[config.mk]
export PLATFORM = sky130hd
export DESIGN_NAME = ctlr_irq_guard
export DESIGN_NICKNAME = d
export VERILOG_FILES = /design/src/rtl/ctlr_irq_pkg.sv /design/src/rtl/ctlr_irq_svc.sv /design/src/rtl/ctlr_stall_wdog.sv /design/src/rtl/ctlr_irq_guard.sv
export SDC_FILE = /design/constraint.sdc
export NUM_CORES = 1
export LEC_CHECK = 0
export BUFFER_PORTS_ARGS = -buffer_cell sky130_fd_sc_hd__buf_2
export CORE_MARGIN = 2
export CORE_UTILIZATION = 49
export CTS_CLUSTER_SIZE = 20
export DETAILED_ROUTE_END_ITERATION = 8
export GPL_TIMING_DRIVEN = 0
export PLACE_DENSITY = 0.8
export SETUP_SLACK_MARGIN = 0.3
export SYNTH_ARGS = -nofsm -noshare
export SYNTH_HDL_FRONTEND = slang
export SYNTH_SLANG_ARGS = --single-unit
[constraint.sdc]
create_clock -name clk -period 2 [get_ports clk]
set_input_delay 0.3 -clock clk [delete_from_list [all_inputs] [get_ports clk]]
set_output_delay 0.3 -clock clk [all_outputs]
set_load 0.03 [all_outputs]
[src/rtl/ctlr_irq_pkg.sv]
package ctlr_irq_pkg;

    typedef enum logic [2:0] {
        SV_BOOT,
        SV_INIT,
        SV_IDLE,
        SV_GET_CTRL,
        SV_ACK_SET,
        SV_ACK_RESTORE,
        SV_GET_STAT,
        SV_NOTIFY
    } svc_state_e;

    // control register bit positions
    localparam int CTRL_FORCE_MODE_BIT = 3;
    localparam int CTRL_BUFRDY_IE_BIT  = 8;
    localparam int CTRL_ERR_IE_BIT     = 9;
    localparam int CTRL_IRQ_RST_BIT    = 11;

    // status register bit positions
    localparam int STAT_CFG_ERR_BIT    = 2;
    localparam int STAT_CARD_ERR_BIT   = 3;

endpackage

[src/rtl/ctlr_irq_svc.sv]
module ctlr_irq_svc
    import ctlr_irq_pkg::*;
#(
    parameter int                DATA_W    = 16,
    parameter int                ADDR_W    = 8,
    parameter logic [ADDR_W-1:0] CTRL_ADDR = 8'h18,
    parameter logic [ADDR_W-1:0] STAT_ADDR = 8'h04
) (
    input  logic              clk,
    input  logic              rst_n,
    input  logic              irq,
    input  logic              task_active,
    output logic              bus_req,
    output logic              bus_we,
    output logic [ADDR_W-1:0] bus_addr,
    output logic [DATA_W-1:0] bus_wdata,
    input  logic [DATA_W-1:0] bus_rdata,
    input  logic              bus_ack,
    output logic              irq_wake,
    output logic              irq_err,
    output logic              irq_spur
);

    localparam logic [DATA_W-1:0] INIT_WORD =
        (DATA_W'(1) << CTRL_FORCE_MODE_BIT) |
        (DATA_W'(1) << CTRL_BUFRDY_IE_BIT)  |
        (DATA_W'(1) << CTRL_ERR_IE_BIT);
    localparam logic [DATA_W-1:0] IRQ_RST_MASK = DATA_W'(1) << CTRL_IRQ_RST_BIT;

    svc_state_e        state_q, state_d;
    logic [DATA_W-1:0] ctrl_q;
    logic              stat_err_q;

    // next-state logic
    always_comb begin
        state_d = state_q;
        unique case (state_q)
            SV_BOOT:        state_d = SV_INIT;
            SV_INIT:        if (bus_ack) state_d = SV_IDLE;
            SV_IDLE:        if (irq)     state_d = SV_GET_CTRL;
            SV_GET_CTRL:    if (bus_ack) state_d = SV_ACK_SET;
            SV_ACK_SET:     if (bus_ack) state_d = SV_ACK_RESTORE;
            SV_ACK_RESTORE: if (bus_ack) state_d = SV_GET_STAT;
            SV_GET_STAT:    if (bus_ack) state_d = SV_NOTIFY;
            SV_NOTIFY:      state_d = SV_IDLE;
            default:        state_d = SV_IDLE;
        endcase
    end

    // state register and captured words
    always_ff @(posedge clk) begin
        if (!rst_n) begin
            state_q    <= SV_BOOT;
            ctrl_q     <= '0;
            stat_err_q <= 1'b0;
        end else begin
            state_q <= state_d;
            if (state_q == SV_GET_CTRL && bus_ack) begin
                ctrl_q <= bus_rdata;
            end
            if (state_q == SV_GET_STAT && bus_ack) begin
                stat_err_q <= bus_rdata[STAT_CFG_ERR_BIT] | bus_rdata[STAT_CARD_ERR_BIT];
            end
        end
    end

    // outputs decoded from state
    always_comb begin
        bus_req   = 1'b0;
        bus_we    = 1'b0;
        bus_addr  = CTRL_ADDR;
        bus_wdata = '0;
        irq_wake  = 1'b0;
        irq_err   = 1'b0;
        irq_spur  = 1'b0;
        unique case (state_q)
            SV_BOOT, SV_IDLE: begin
            end
            SV_INIT: begin
                bus_req   = 1'b1;
                bus_we    = 1'b1;
                bus_wdata = INIT_WORD;
            end
            SV_GET_CTRL: begin
                bus_req = 1'b1;
            end
            SV_ACK_SET: begin
                bus_req   = 1'b1;
                bus_we    = 1'b1;
                bus_wdata = ctrl_q | IRQ_RST_MASK;
            end
            SV_ACK_RESTORE: begin
                bus_req   = 1'b1;
                bus_we    = 1'b1;
                bus_wdata = ctrl_q;
            end
            SV_GET_STAT: begin
                bus_req  = 1'b1;
                bus_addr = STAT_ADDR;
            end
            SV_NOTIFY: begin
                irq_wake = 1'b1;
                irq_err  = stat_err_q & ctrl_q[CTRL_ERR_IE_BIT];
                irq_spur = ~task_active;
            end
            default: begin
            end
        endcase
    end

endmodule

[src/rtl/ctlr_stall_wdog.sv]
module ctlr_stall_wdog #(
    parameter int TIMEOUT_CYC = 50_000_000
) (
    input  logic clk,
    input  logic rst_n,
    input  logic busy,
    input  logic pend,
    output logic fire
);

    localparam int               CNT_W  = $clog2(TIMEOUT_CYC + 1);
    localparam logic [CNT_W-1:0] RELOAD = CNT_W'(TIMEOUT_CYC - 1);

    logic             busy_q;
    logic             armed_q;
    logic [CNT_W-1:0] cnt_q;
    logic             fire_q;

    always_ff @(posedge clk) begin
        if (!rst_n) begin
            busy_q  <= 1'b0;
            armed_q <= 1'b0;
            cnt_q   <= '0;
            fire_q  <= 1'b0;
        end else begin
            busy_q <= busy;
            fire_q <= 1'b0;
            if (busy && !busy_q) begin
                armed_q <= 1'b1;
                cnt_q   <= RELOAD;
            end else if (armed_q && !busy && !pend) begin
                armed_q <= 1'b0;
            end else if (armed_q) begin
                if (cnt_q == '0) begin
                    fire_q <= 1'b1;
                    cnt_q  <= RELOAD;
                end else begin
                    cnt_q <= cnt_q - 1'b1;
                end
            end
        end
    end

    assign fire = fire_q;

endmodule

[src/rtl/ctlr_irq_guard.sv]
module ctlr_irq_guard #(
    parameter int                DATA_W      = 16,
    parameter int                ADDR_W      = 8,
    parameter logic [ADDR_W-1:0] CTRL_ADDR   = 8'h18,
    parameter logic [ADDR_W-1:0] STAT_ADDR   = 8'h04,
    parameter int                TIMEOUT_CYC = 50_000_000,
    parameter bit                POLLED      = 1'b0
) (
    input  logic              clk,
    input  logic              rst_n,
    input  logic              irq_i,
    input  logic              seq_busy_i,
    input  logic              work_pend_i,
    input  logic              task_active_i,
    input  logic              seq_wait_i,
    output logic              reg_req_o,
    output logic              reg_we_o,
    output logic [ADDR_W-1:0] reg_addr_o,
    output logic [DATA_W-1:0] reg_wdata_o,
    input  logic [DATA_W-1:0] reg_rdata_i,
    input  logic              reg_ack_i,
    output logic              wake_o,
    output logic              kick_o,
    output logic              xfer_err_o,
    output logic              spurious_o
);

    logic svc_irq;
    logic svc_wake;
    logic wd_fire;

    ctlr_irq_svc #(
        .DATA_W   (DATA_W),
        .ADDR_W   (ADDR_W),
        .CTRL_ADDR(CTRL_ADDR),
        .STAT_ADDR(STAT_ADDR)
    ) u_svc (
        .clk        (clk),
        .rst_n      (rst_n),
        .irq        (svc_irq),
        .task_active(task_active_i),
        .bus_req    (reg_req_o),
        .bus_we     (reg_we_o),
        .bus_addr   (reg_addr_o),
        .bus_wdata  (reg_wdata_o),
        .bus_rdata  (reg_rdata_i),
        .bus_ack    (reg_ack_i),
        .irq_wake   (svc_wake),
        .irq_err    (xfer_err_o),
        .irq_spur   (spurious_o)
    );

    ctlr_stall_wdog #(
        .TIMEOUT_CYC(TIMEOUT_CYC)
    ) u_wdog (
        .clk  (clk),
        .rst_n(rst_n),
        .busy (seq_busy_i),
        .pend (work_pend_i),
        .fire (wd_fire)
    );

    generate
        if (POLLED) begin : g_polled
            assign svc_irq = 1'b0;
            assign wake_o  = seq_wait_i | wd_fire;
        end else begin : g_irq
            assign svc_irq = irq_i;
            assign wake_o  = svc_wake | wd_fire;
        end
    endgenerate

    assign kick_o = wd_fire;

endmodule

==> flow_summary.json, run 1 <==
{
  "status": "finished clean",
  "hold_violations": 0,
  "tightestPinTransition_ns": 0.6239,
  "syn_to_final_growth_pct": 48.22,
  "fin_crit_ns": 1.839,
  "core_area_um2": 4786,
  "async_reset_ff_share_pct": 0,
  "synth_most_common_cell": "dfxtp_1",
  "grt_pass1_wl_um": 11250,
  "cts_root_buf": "clkbuf_8",
  "pwr-share-seq_pct": 45.8,
  "clock_path_buffers": 2,
  "synth_area_um2": 2460,
  "die_width_um": 74.85,
  "seq_area_um2": 988.4,
  "synth_edf_count": 0,
  "fin_ws_ns": 0.1613,
  "grt_max_degree": 15,
  "gr-usage-all-layers_pct": 26.33,
  "fmax_mhz": 543.8,
  "finalClockSkew_ns": 0.007805,
  "cap_violations": 0,
  "htree_levels": 2,
  "setup_violations": 0,
  "drc": 0,
  "synthTopCellsByArea": "dfxtp_1, a21oi_1, nand2_1",
  "first_global_vias": 2459,
  "drive_gt1_share_pct": 40.66,
  "crit_path_start_kind": "flip-flop",
  "crit_path_end_kind": "flip-flop",
  "crit_required_ns": 2.22,
  "ios": 54,
  "crit_fanout": 10,
  "ys_types": 51,
  "cts_hold_buf": 0,
  "cts_buffers": 5,
  "die_area_um2": 5603,
  "finalWeightedCongestion": 0.9534,
  "period_share_pct": 91.94,
  "syn_avg_cell_area_um2": 8.145,
  "leakagePower_nw": 1.421,
  "vias": 2743,
  "initial_core_util_pct": 51.40,
  "pwr_density_cell_nw_per_um2": 653.2,
  "synthTopCellsByCount": "dfxtp_1, nand2_1, a21oi_1",
  "dp_hpwl_um": 4220,
  "n_fill_cell": 290,
  "netlist_instances": 302,
  "power_switching_w": 0.0007276,
  "yosysSeqAreaShare_pct": 39.88,
  "wl_per_cell_um": 16.86,
  "cts_tree": "done",
  "yosysWarnings": 0,
  "clock_latency_ns": 0.31,
  "rows": 25,
  "worstPathArrival_ns": 2.06,
  "ys_ff_latch": 49,
  "slew_viol_final": 0,
  "synth_ff_type": "dfxtp_1",
  "power_frac_comb_pct": 24.9,
  "first_iter_violations": 268,
  "via_per_inst": 5.912,
  "swShare_pct": 30.55,
  "dp_slack_ns": -0.1923,
  "antenna_left": 0,
  "antenna_found_initial": 0,
  "cts.sinks": 49,
  "slew_headroom_pct": 58.13,
  "rsz0062_at_grt": "yes",
  "drt_first_pass_iters": 5,
  "intPower_w": 0.001654,
  "port_buffers": 46,
  "yosysTopAreaCell": "dfxtp_1",
  "die_y_um": 74.85,
  "nets": 421,
  "netlist.area_leader.share_pct": 39.88,
  "grt_overflow": 0,
  "multi_input_area_um2": 1634,
  "ir_worst_vdd_uv": 438.3,
  "worst_hold_slack_ns": 0.2212,
  "clk_pin_slew_ns": 0.09,
  "path_class": "reg -> reg",
  "p_clk_share_pct": 29.2,
  "hold_class": "in -> reg",
  "routed_wl_um": 7822
}
power by group through the flow:
stage | clock, W | sequential [W] | combinational (W)
floorplan | 0 | 0.00108 | 0.000287
global placement | 0 | 0.00109 | 0.000375
detailed placement | 0 | 0.00109 | 0.000383
CTS | 0.000699 | 0.00108 | 0.000518
global route | 0.000745 | 0.00110 | 0.000630
finish | 0.000697 | 0.00109 | 0.000593
repair_timing:
item                       CTS  global route
gates resized for setup     80            38
cloned                       1             0
pin swaps                   21            17
buffers inserted            29             7
setup endpoints to repair   66            49
flip-flops by register name, summed over array words and instances (netlist names):
| name | flops |
|---|---|
| u_wdog.busy_q | 1 |
| u_wdog.armed_q | 1 |
| u_svc.state_q | 3 |
| u_wdog.cnt_q | 26 |
| u_wdog.fire | 1 |
| u_svc.ctrl_q | 16 |
| u_svc.stat_err_q | 1 |
final cells by class:
cell class / count / share of cell area [%]
Timing Repair Buffer: 83 / 17.36
Sequential cell: 49 / 27.11
Buffer: 20 / 4.461
Clock inverter: 2 / 0.9609
Inverter: 10 / 1.030
Antenna cell: 1 / 0.06863
Multi-Input combinational cell: 227 / 44.82
Clock buffer: 5 / 1.887
Tap cell: 67 / 2.299
through the flow:
step	setup TNS [ns]	area, um^2	cells	utilization [%]	power [W]
after floorplan	0	2509	306	-	0.001369
after global routing	0	3643	463	76.13	0.002471
after CTS	0	3467	456	72.44	0.002298
final	0	3646	464	76.18	0.002381
after detailed placement	-2.077	2823	419	58.98	0.001476
after global placement	-1.751	2823	419	58.98	0.001465
routing by layer:
layer | up-vias | GRT usage (%) | wire length, um
li1 | 1275 | - | -
met4 | 0 | 11.51 | 329
met1 | 1279 | 31.35 | 3042
met5 | - | 0 | 0
met2 | 148 | 45.22 | 3920
met3 | 41 | 6.158 | 529
path summary, 6_finish.rpt:
path	endpoint	cells after the start	slack, ns	start
worst min register to register	u_svc.ctrl_q[14]	2	0.46	u_svc.ctrl_q[14]
worst max-delay path	u_wdog.cnt_q[14]	6	0.16	u_wdog.cnt_q[8]
worst max register to register	u_wdog.cnt_q[14]	6	0.16	u_wdog.cnt_q[8]
worst min-delay path	u_svc.ctrl_q[13]	3	0.22	reg_rdata_i[13]
critical path, stage by stage, from the launching register on:
cell and delay, ns:
dfxtp_2 0.35, nor4_4 0.30, buf_6 0.17, buf_4 0.12
nand2_2 0.11, or4_1 0.50, a31oi_1 0.20
kinds of logic (layout without fill, tap and decap cells):
kind of cell | after synthesis | count (layout) | share of synthesized area (%)
compound gates | 76 | 76 | 20.45
xor+xnor | 7 | 7 | 2.492
fa+ha+maj | 1 | 1 | 0.5086
buf+inv | 30 | 120 | 5.595
flops | 49 | 49 | 39.88
mux | 1 | 1 | 0.4069
other cells | 1 | 6 | 0.1524
simple gates | 137 | 137 | 30.52
placed cells by master (no fill, tap or decap), types with 4 or more instances in the layout:
cell      instances
or3_1             4
a21oi_1          30
or4_1             4
and2_4           10
buf_6            20
nand2_1          40
xor2_1            4
buf_2            32
inv_1             7
buf_4            38
nor2_1           16
nand4_1           6
nand2b_1          4
nor3_1            4
o31a_1           13
conb_1            5
dfxtp_1          43
clkbuf_1          5
buf_8             4
clkbuf_8          6
nand4b_1          4
nor4_1            5
dfxtp_2           6
a31oi_1           4
Power figures use the tool's default switching activity.
==> run 2: changes to the inputs <==
CELL_PAD_IN_SITES_DETAIL_PLACEMENT = 1   (was not set)
CELL_PAD_IN_SITES_GLOBAL_PLACEMENT = 1   (was not set)
CORE_UTILIZATION = 36   (was 49)
==> flow_summary.json, run 2 (same netlist as run 1, synthesis figures left out) <==
{
  "setup_tns_ns": 0,
  "cts_tree": "done",
  "drive_gt1_share_pct": 43.14,
  "swShare_pct": 33.87,
  "die_area_um2": 7510,
  "fin_crit_ns": 1.840,
  "clock_path_buffers": 2,
  "pwr_density_cell_nw_per_um2": 636.3,
  "r2r_slack_ns": 0.16,
  "first_iter_violations": 168,
  "vias": 2689,
  "hold_path.startpoint": "reg_rdata_i[15]",
  "cts_root_buf": "clkbuf_8",
  "dp_hpwl_um": 5198,
  "tightestPinTransition_ns": 0.8003,
  "fmax_mhz": 543.4,
  "finalClockSkew_ns": 0.01182,
  "cap_violations": 0,
  "intPower_w": 0.001560,
  "utilization_pct": 55.18,
  "crit_required_ns": 2.24,
  "path_class": "reg -> reg",
  "dr_wl_met2_um": 4866,
  "port_buffers": 46,
  "antenna_found_initial": 0,
  "antenna_left": 0,
  "clk_pin_slew_ns": 0.11,
  "hold_violations": 0,
  "slew_headroom_pct": 46.29,
  "nets": 425,
  "crit_fanout": 8,
  "finalWeightedCongestion": 0.8641,
  "period_share_pct": 92.01,
  "setup_violations": 0,
  "die_y_um": 86.66,
  "whs_path_depth": 3,
  "leakagePower_nw": 1.431,
  "met3_length_um": 327,
  "rsz0062_at_grt": "yes",
  "die_width_um": 86.66,
  "maxUsedRoutingLayer": "met4",
  "p_clk_share_pct": 26.8,
  "grt_max_degree": 17,
  "detail_route.wirelength.met1_um": 3901,
  "ios": 54,
  "ir_worst_vdd_uv": 366.8,
  "reg2reg_depth": 6,
  "wl_per_cell_um": 19.54,
  "r2r-start": "u_wdog.cnt_q[6]",
  "routed_wl_um": 9399,
  "clock_latency_ns": 0.32,
  "top_regs": "u_wdog.cnt_q: 26 flops, u_svc.ctrl_q: 16 flops, u_svc.state_q: 3 flops",
  "worstPathArrival_ns": 2.08,
  "htree_levels": 2,
  "r2r-end": "u_wdog.cnt_q[22]",
  "cts_buffers": 5,
  "gr-usage-all-layers_pct": 22.12,
  "power_switching_w": 0.0007989,
  "status": "finished clean",
  "layout_common_cells": "buf_4, dfxtp_1, nand2_1",
  "top_register": "u_wdog.cnt_q",
  "pwr-share-seq_pct": 46.5,
  "initial_core_util_pct": 36.61,
  "largest_register_ffs": 26,
  "rows": 30,
  "antennaDiodeCount": 0,
  "cts.sinks": 49,
  "slew_viol_final": 0,
  "hold_class": "in -> reg",
  "via_per_inst": 5.590,
  "grt_pass1_wl_um": 12920,
  "drc": 0,
  "drt_first_pass_iters": 4,
  "core_area_um2": 6719,
  "whs_endpoint": "u_svc.ctrl_q[15]",
  "first_global_vias": 2594,
  "syn_to_final_growth_pct": 50.71,
  "crit_path_start_kind": "flip-flop",
  "power_frac_comb_pct": 26.7,
  "grt_overflow": 0,
  "crit_path_end_kind": "flip-flop"
}
==> run 2: cell count changes in the layout (fill, tap and decap cells not counted), sizes merged <==
cell	previous run	this run
diode	1	0
buf	95	99
bufinv	1	0
clkinvlp	0	1
inv	9	10
==> run 2: power by group through the flow <==
stage	logic [W]	registers [W]	clock network, W
6_report	0.000630	0.00110	0.000633
5_1_grt	0.000674	0.00110	0.000674
4_1_cts	0.000504	0.00109	0.000634
3_5_place_dp	0.000398	0.00110	0
3_3_place_gp	0.000384	0.00109	0
2_1_floorplan	0.000287	0.00108	0
==> run 2: per-layer routing <==
| layer | up-vias | GRT usage, % |
|---|---|---|
| met5 | - | 0 |
| met4 | 0 | 9.233 |
| met3 | 26 | 2.762 |
| met2 | 75 | 40.28 |
| met1 | 1308 | 26.00 |
| li1 | 1280 | - |
==> run 2: worst max-delay path, stage by stage, from the launching register on <==
cell and delay (ns):
dfxtp_4 0.37, nor4_4 0.25, buf_6 0.16, nand4_4 0.14, buf_6 0.18, or4_1 0.49, a31oi_1 0.17
==> run 2: area by class of cell <==
class                      count  area, um^2
multi-input combinational    227        1648
clock buffer                   5       68.82
fill                         786        3012
tap                           80       100.1
clock inverter                 3       21.27
inverter                      10       37.54
timing repair buffer          87       678.2
sequential                    49       991.0
buffer                        20       162.7
==> run 2: what timing repair did <==
action | 4_1_cts | 5_1_grt
cloned | 1 | 0
hold buffers | 0 | 0
gates resized for setup | 81 | 49
pin swaps | 19 | 25
setup buffers | 18 | 22
setup endpoints to repair | 66 | 54
==> run 2: how the worst max path moves through the flow <==
stage                     start                to  slack, ns  depth (start not counted)
3_5_place_dp   u_wdog.cnt_q[16]   u_wdog.cnt_q[0]      -0.25                          4
2_1_floorplan   u_wdog.cnt_q[2]  u_wdog.cnt_q[23]       0.19                          4
3_3_place_gp    u_wdog.cnt_q[2]  u_wdog.cnt_q[23]      -0.19                          4
5_1_grt         u_wdog.cnt_q[0]  u_wdog.cnt_q[20]       0.07                          7
4_1_cts         u_wdog.cnt_q[0]  u_wdog.cnt_q[22]       0.19                          7
6_report        u_wdog.cnt_q[6]  u_wdog.cnt_q[22]       0.16                          6
==> run 2: through the flow <==
stage          hold WS [ns]  setup WS [ns]  cell area, um^2  total power [W]  cells
6_report             0.2031         0.1598             3707         0.002359    481
5_1_grt              0.2020        0.06924             3707         0.002449    481
2_1_floorplan        0.4097         0.1927             2509         0.001369    306
3_3_place_gp         0.4383        -0.1891             2839         0.001476    432
3_5_place_dp         0.4467        -0.2534             2839         0.001494    432
4_1_cts              0.2064         0.1897             3386         0.002224    459
==> run 3: changes to the inputs <==
--- a/config.mk
+++ b/config.mk
@@ -15,3 +15,3 @@
 export GPL_TIMING_DRIVEN = 0
-export PLACE_DENSITY = 0.8
+export PLACE_DENSITY = 0.79
 export SETUP_SLACK_MARGIN = 0.3
@@ -19,2 +19,3 @@
 export SYNTH_HDL_FRONTEND = slang
+export SYNTH_HIERARCHICAL = 1
 export SYNTH_SLANG_ARGS = --single-unit
--- a/constraint.sdc
+++ b/constraint.sdc
@@ -3,2 +3,2 @@
 set_output_delay 0.3 -clock clk [all_outputs]
-set_load 0.03 [all_outputs]
+set_load 0.005 [all_outputs]
==> flow_summary.json, run 3 <==
{
  "synth_edf_count": 0,
  "slew_viol_final": 0,
  "period_share_pct": 91.71,
  "use_met3_pct": 2.985,
  "drive_gt1_share_pct": 45.00,
  "htree_levels": 2,
  "antennaDiodeCount": 0,
  "p_total_w": 0.002352,
  "dp_hpwl_um": 5459,
  "yosysWarnings": 6,
  "yosysTopAreaCell": "dfxtp_1",
  "leakagePower_nw": 1.465,
  "via_per_inst": 5.758,
  "multi_input_area_um2": 1740,
  "n_fill_cell": 825,
  "antenna_found_initial": 0,
  "setup_tns_ns": 0,
  "grt_util_met2_pct": 39.85,
  "yosysSeqAreaShare_pct": 38.32,
  "syn_to_final_growth_pct": 43.55,
  "hold_violations": 0,
  "cts.sinks": 49,
  "routed_wl_um": 9903,
  "syn_avg_cell_area_um2": 8.449,
  "first_global_vias": 2740,
  "rows": 30,
  "clk_pin_slew_ns": 0.10,
  "cts_buffers": 5,
  "fin_crit_ns": 1.834,
  "layout_common_cells": "buf_2, buf_4, dfxtp_1",
  "synthTopCellsByCount": "dfxtp_1, nand3_1, nand2_1",
  "setup_violations": 0,
  "cts_hold_buf": 0,
  "hold_class": "in -> reg",
  "grt_overflow": 0,
  "path_class": "reg -> reg",
  "utilization_pct": 53.79,
  "core_area_um2": 6832,
  "ios": 54,
  "die_y_um": 88.33,
  "finalClockSkew_ns": 0.01028,
  "drc": 0,
  "top_regs": "u_wdog/cnt_q: 26 flops, u_svc/ctrl_q: 16 flops, u_svc/state_q: 3 flops",
  "tightestPinTransition_ns": 0.6204,
  "pwr_density_cell_nw_per_um2": 639.9,
  "netlist_instances": 303,
  "gr-usage-all-layers_pct": 22.16,
  "synth_ff_type": "dfxtp_1",
  "clock_path_buffers": 2,
  "wl_per_cell_um": 19.97,
  "finalWeightedCongestion": 0.8042,
  "slew_headroom_pct": 58.64,
  "cts_root_buf": "clkbuf_8",
  "ys_types": 54,
  "synthTopCellsByArea": "dfxtp_1, nand3_1, and2_1",
  "synth_most_common_cell": "dfxtp_1",
  "nets": 424,
  "drt_first_pass_iters": 4,
  "fmax_mhz": 545.2,
  "final_common_cell": "buf_2",
  "crit_path_end_kind": "flip-flop",
  "top_register": "u_wdog/cnt_q",
  "gr-max-usage-layer": "met2",
  "grt_pass1_wl_um": 13560,
  "met1_usage_pct": 26.74,
  "cap_violations": 0,
  "clock_latency_ns": 0.31,
  "first_iter_violations": 254,
  "antenna_left": 0,
  "die_area_um2": 7801,
  "cts_tree": "done",
  "vias": 2856,
  "netlist.area_leader.share_pct": 38.32,
  "die_width_um": 88.33,
  "initial_core_util_pct": 37.47,
  "rsz0062_at_grt": "yes",
  "ir_worst_vdd_uv": 352.6,
  "ys_ff_latch": 49,
  "stdcell_count": 496,
  "status": "finished clean",
  "dp_cells": 450,
  "crit_fanout": 5,
  "crit_required_ns": 2.24,
  "synth_area_um2": 2560,
  "grt_max_degree": 16,
  "crit_path_start_kind": "flip-flop",
  "port_buffers": 47,
  "largest_register_ffs": 26,
  "async_reset_ff_share_pct": 0,
  "seq_area_um2": 1016,
  "worstPathArrival_ns": 2.07
}
==> run 3: changes by cell type in the layout (fill, tap and decap cells not counted), moves of 14 or more <==
cell,change
buf_2,+21
a21oi_1,-20
nand3_1,+19
nand2_1,-17
o21ai_0,+15
buf_6,-14
==> run 3: per-layer routing <==
layer  vias to the layer above  part of all wire, %
met4                         0                  2.8
met5                         -                    0
met3                        30                  3.9
met2                        99                   53
met1                      1427                   40
li1                       1300                    -
==> run 3: path summary, 6_finish.rpt <==
path | startpoint | to | slack (ns) | cells after the start
setup reg to reg | u_wdog/cnt_q[1] | u_wdog/cnt_q[8] | 0.17 | 10
hold reg to reg | u_svc/ctrl_q[2] | u_svc/ctrl_q[2] | 0.47 | 2
hold / removal | reg_rdata_i[2] | u_svc/ctrl_q[2] | 0.23 | 3
setup / recovery | u_wdog/cnt_q[1] | u_wdog/cnt_q[8] | 0.17 | 10
==> run 3: cells by family after synthesis <==
family / count (synthesis) / synth area share [%]
AO/OA/AOI/OAI: 71 / 18.87
XOR/XNOR: 5 / 1.711
adder cells (fa/ha/maj): 1 / 0.4887
buffers and inverters: 31 / 5.817
flip-flops: 49 / 38.32
multiplexers: 1 / 0.3910
other: 1 / 0.1465
AND/OR/NAND/NOR: 144 / 34.26
==> run 3: repair_timing <==
item / 4_1_cts / 5_1_grt
pin swaps: 16 / 27
endpoints found under the setup margin: 40 / 43
gates cloned: 1 / 0
gates resized for setup: 39 / 55
buffers inserted: 21 / 16
==> run 3: critical path: stages (launching register included) <==
cell and delay, ns:
dfxtp_4 0.38, inv_4 0.06, ha_4 0.12, nor3b_4 0.19
buf_6 0.16, nand4_4 0.14, buf_6 0.19, buf_4 0.12
buf_4 0.13, xor2_1 0.15, nor2_2 0.14
==> run 3: metrics by stage <==
stage | worst slack, ns | hold WS [ns] | cell area [um^2]
final | 0.1658 | 0.2256 | 3675
after global placement | 0.002016 | 0.4414 | 2952
after CTS | 0.2394 | 0.2191 | 3369
after floorplan | 0.3129 | 0.4096 | 2596
after detailed placement | -0.05932 | 0.4483 | 2952
after global routing | 0.1163 | 0.2254 | 3675
==> run 3: layout make-up <==
| class | instances | area share, % |
|---|---|---|
| inverters | 10 | 1.158 |
| clock inverters | 2 | 0.4086 |
| flip-flops and latches | 49 | 27.65 |
| well taps | 96 | 3.269 |
| multi-input cells | 228 | 47.36 |
| clock buffers | 6 | 1.975 |
| repair buffers | 84 | 14.57 |
| plain buffers | 21 | 3.609 |
==> run 3: power by group <==
group | internal [W] | total (W) | switching (W)
clock | 0.000248 | 0.000605 | 0.000357
sequential | 0.00103 | 0.00112 | 0.0000902
combinational | 0.000283 | 0.000628 | 0.000345
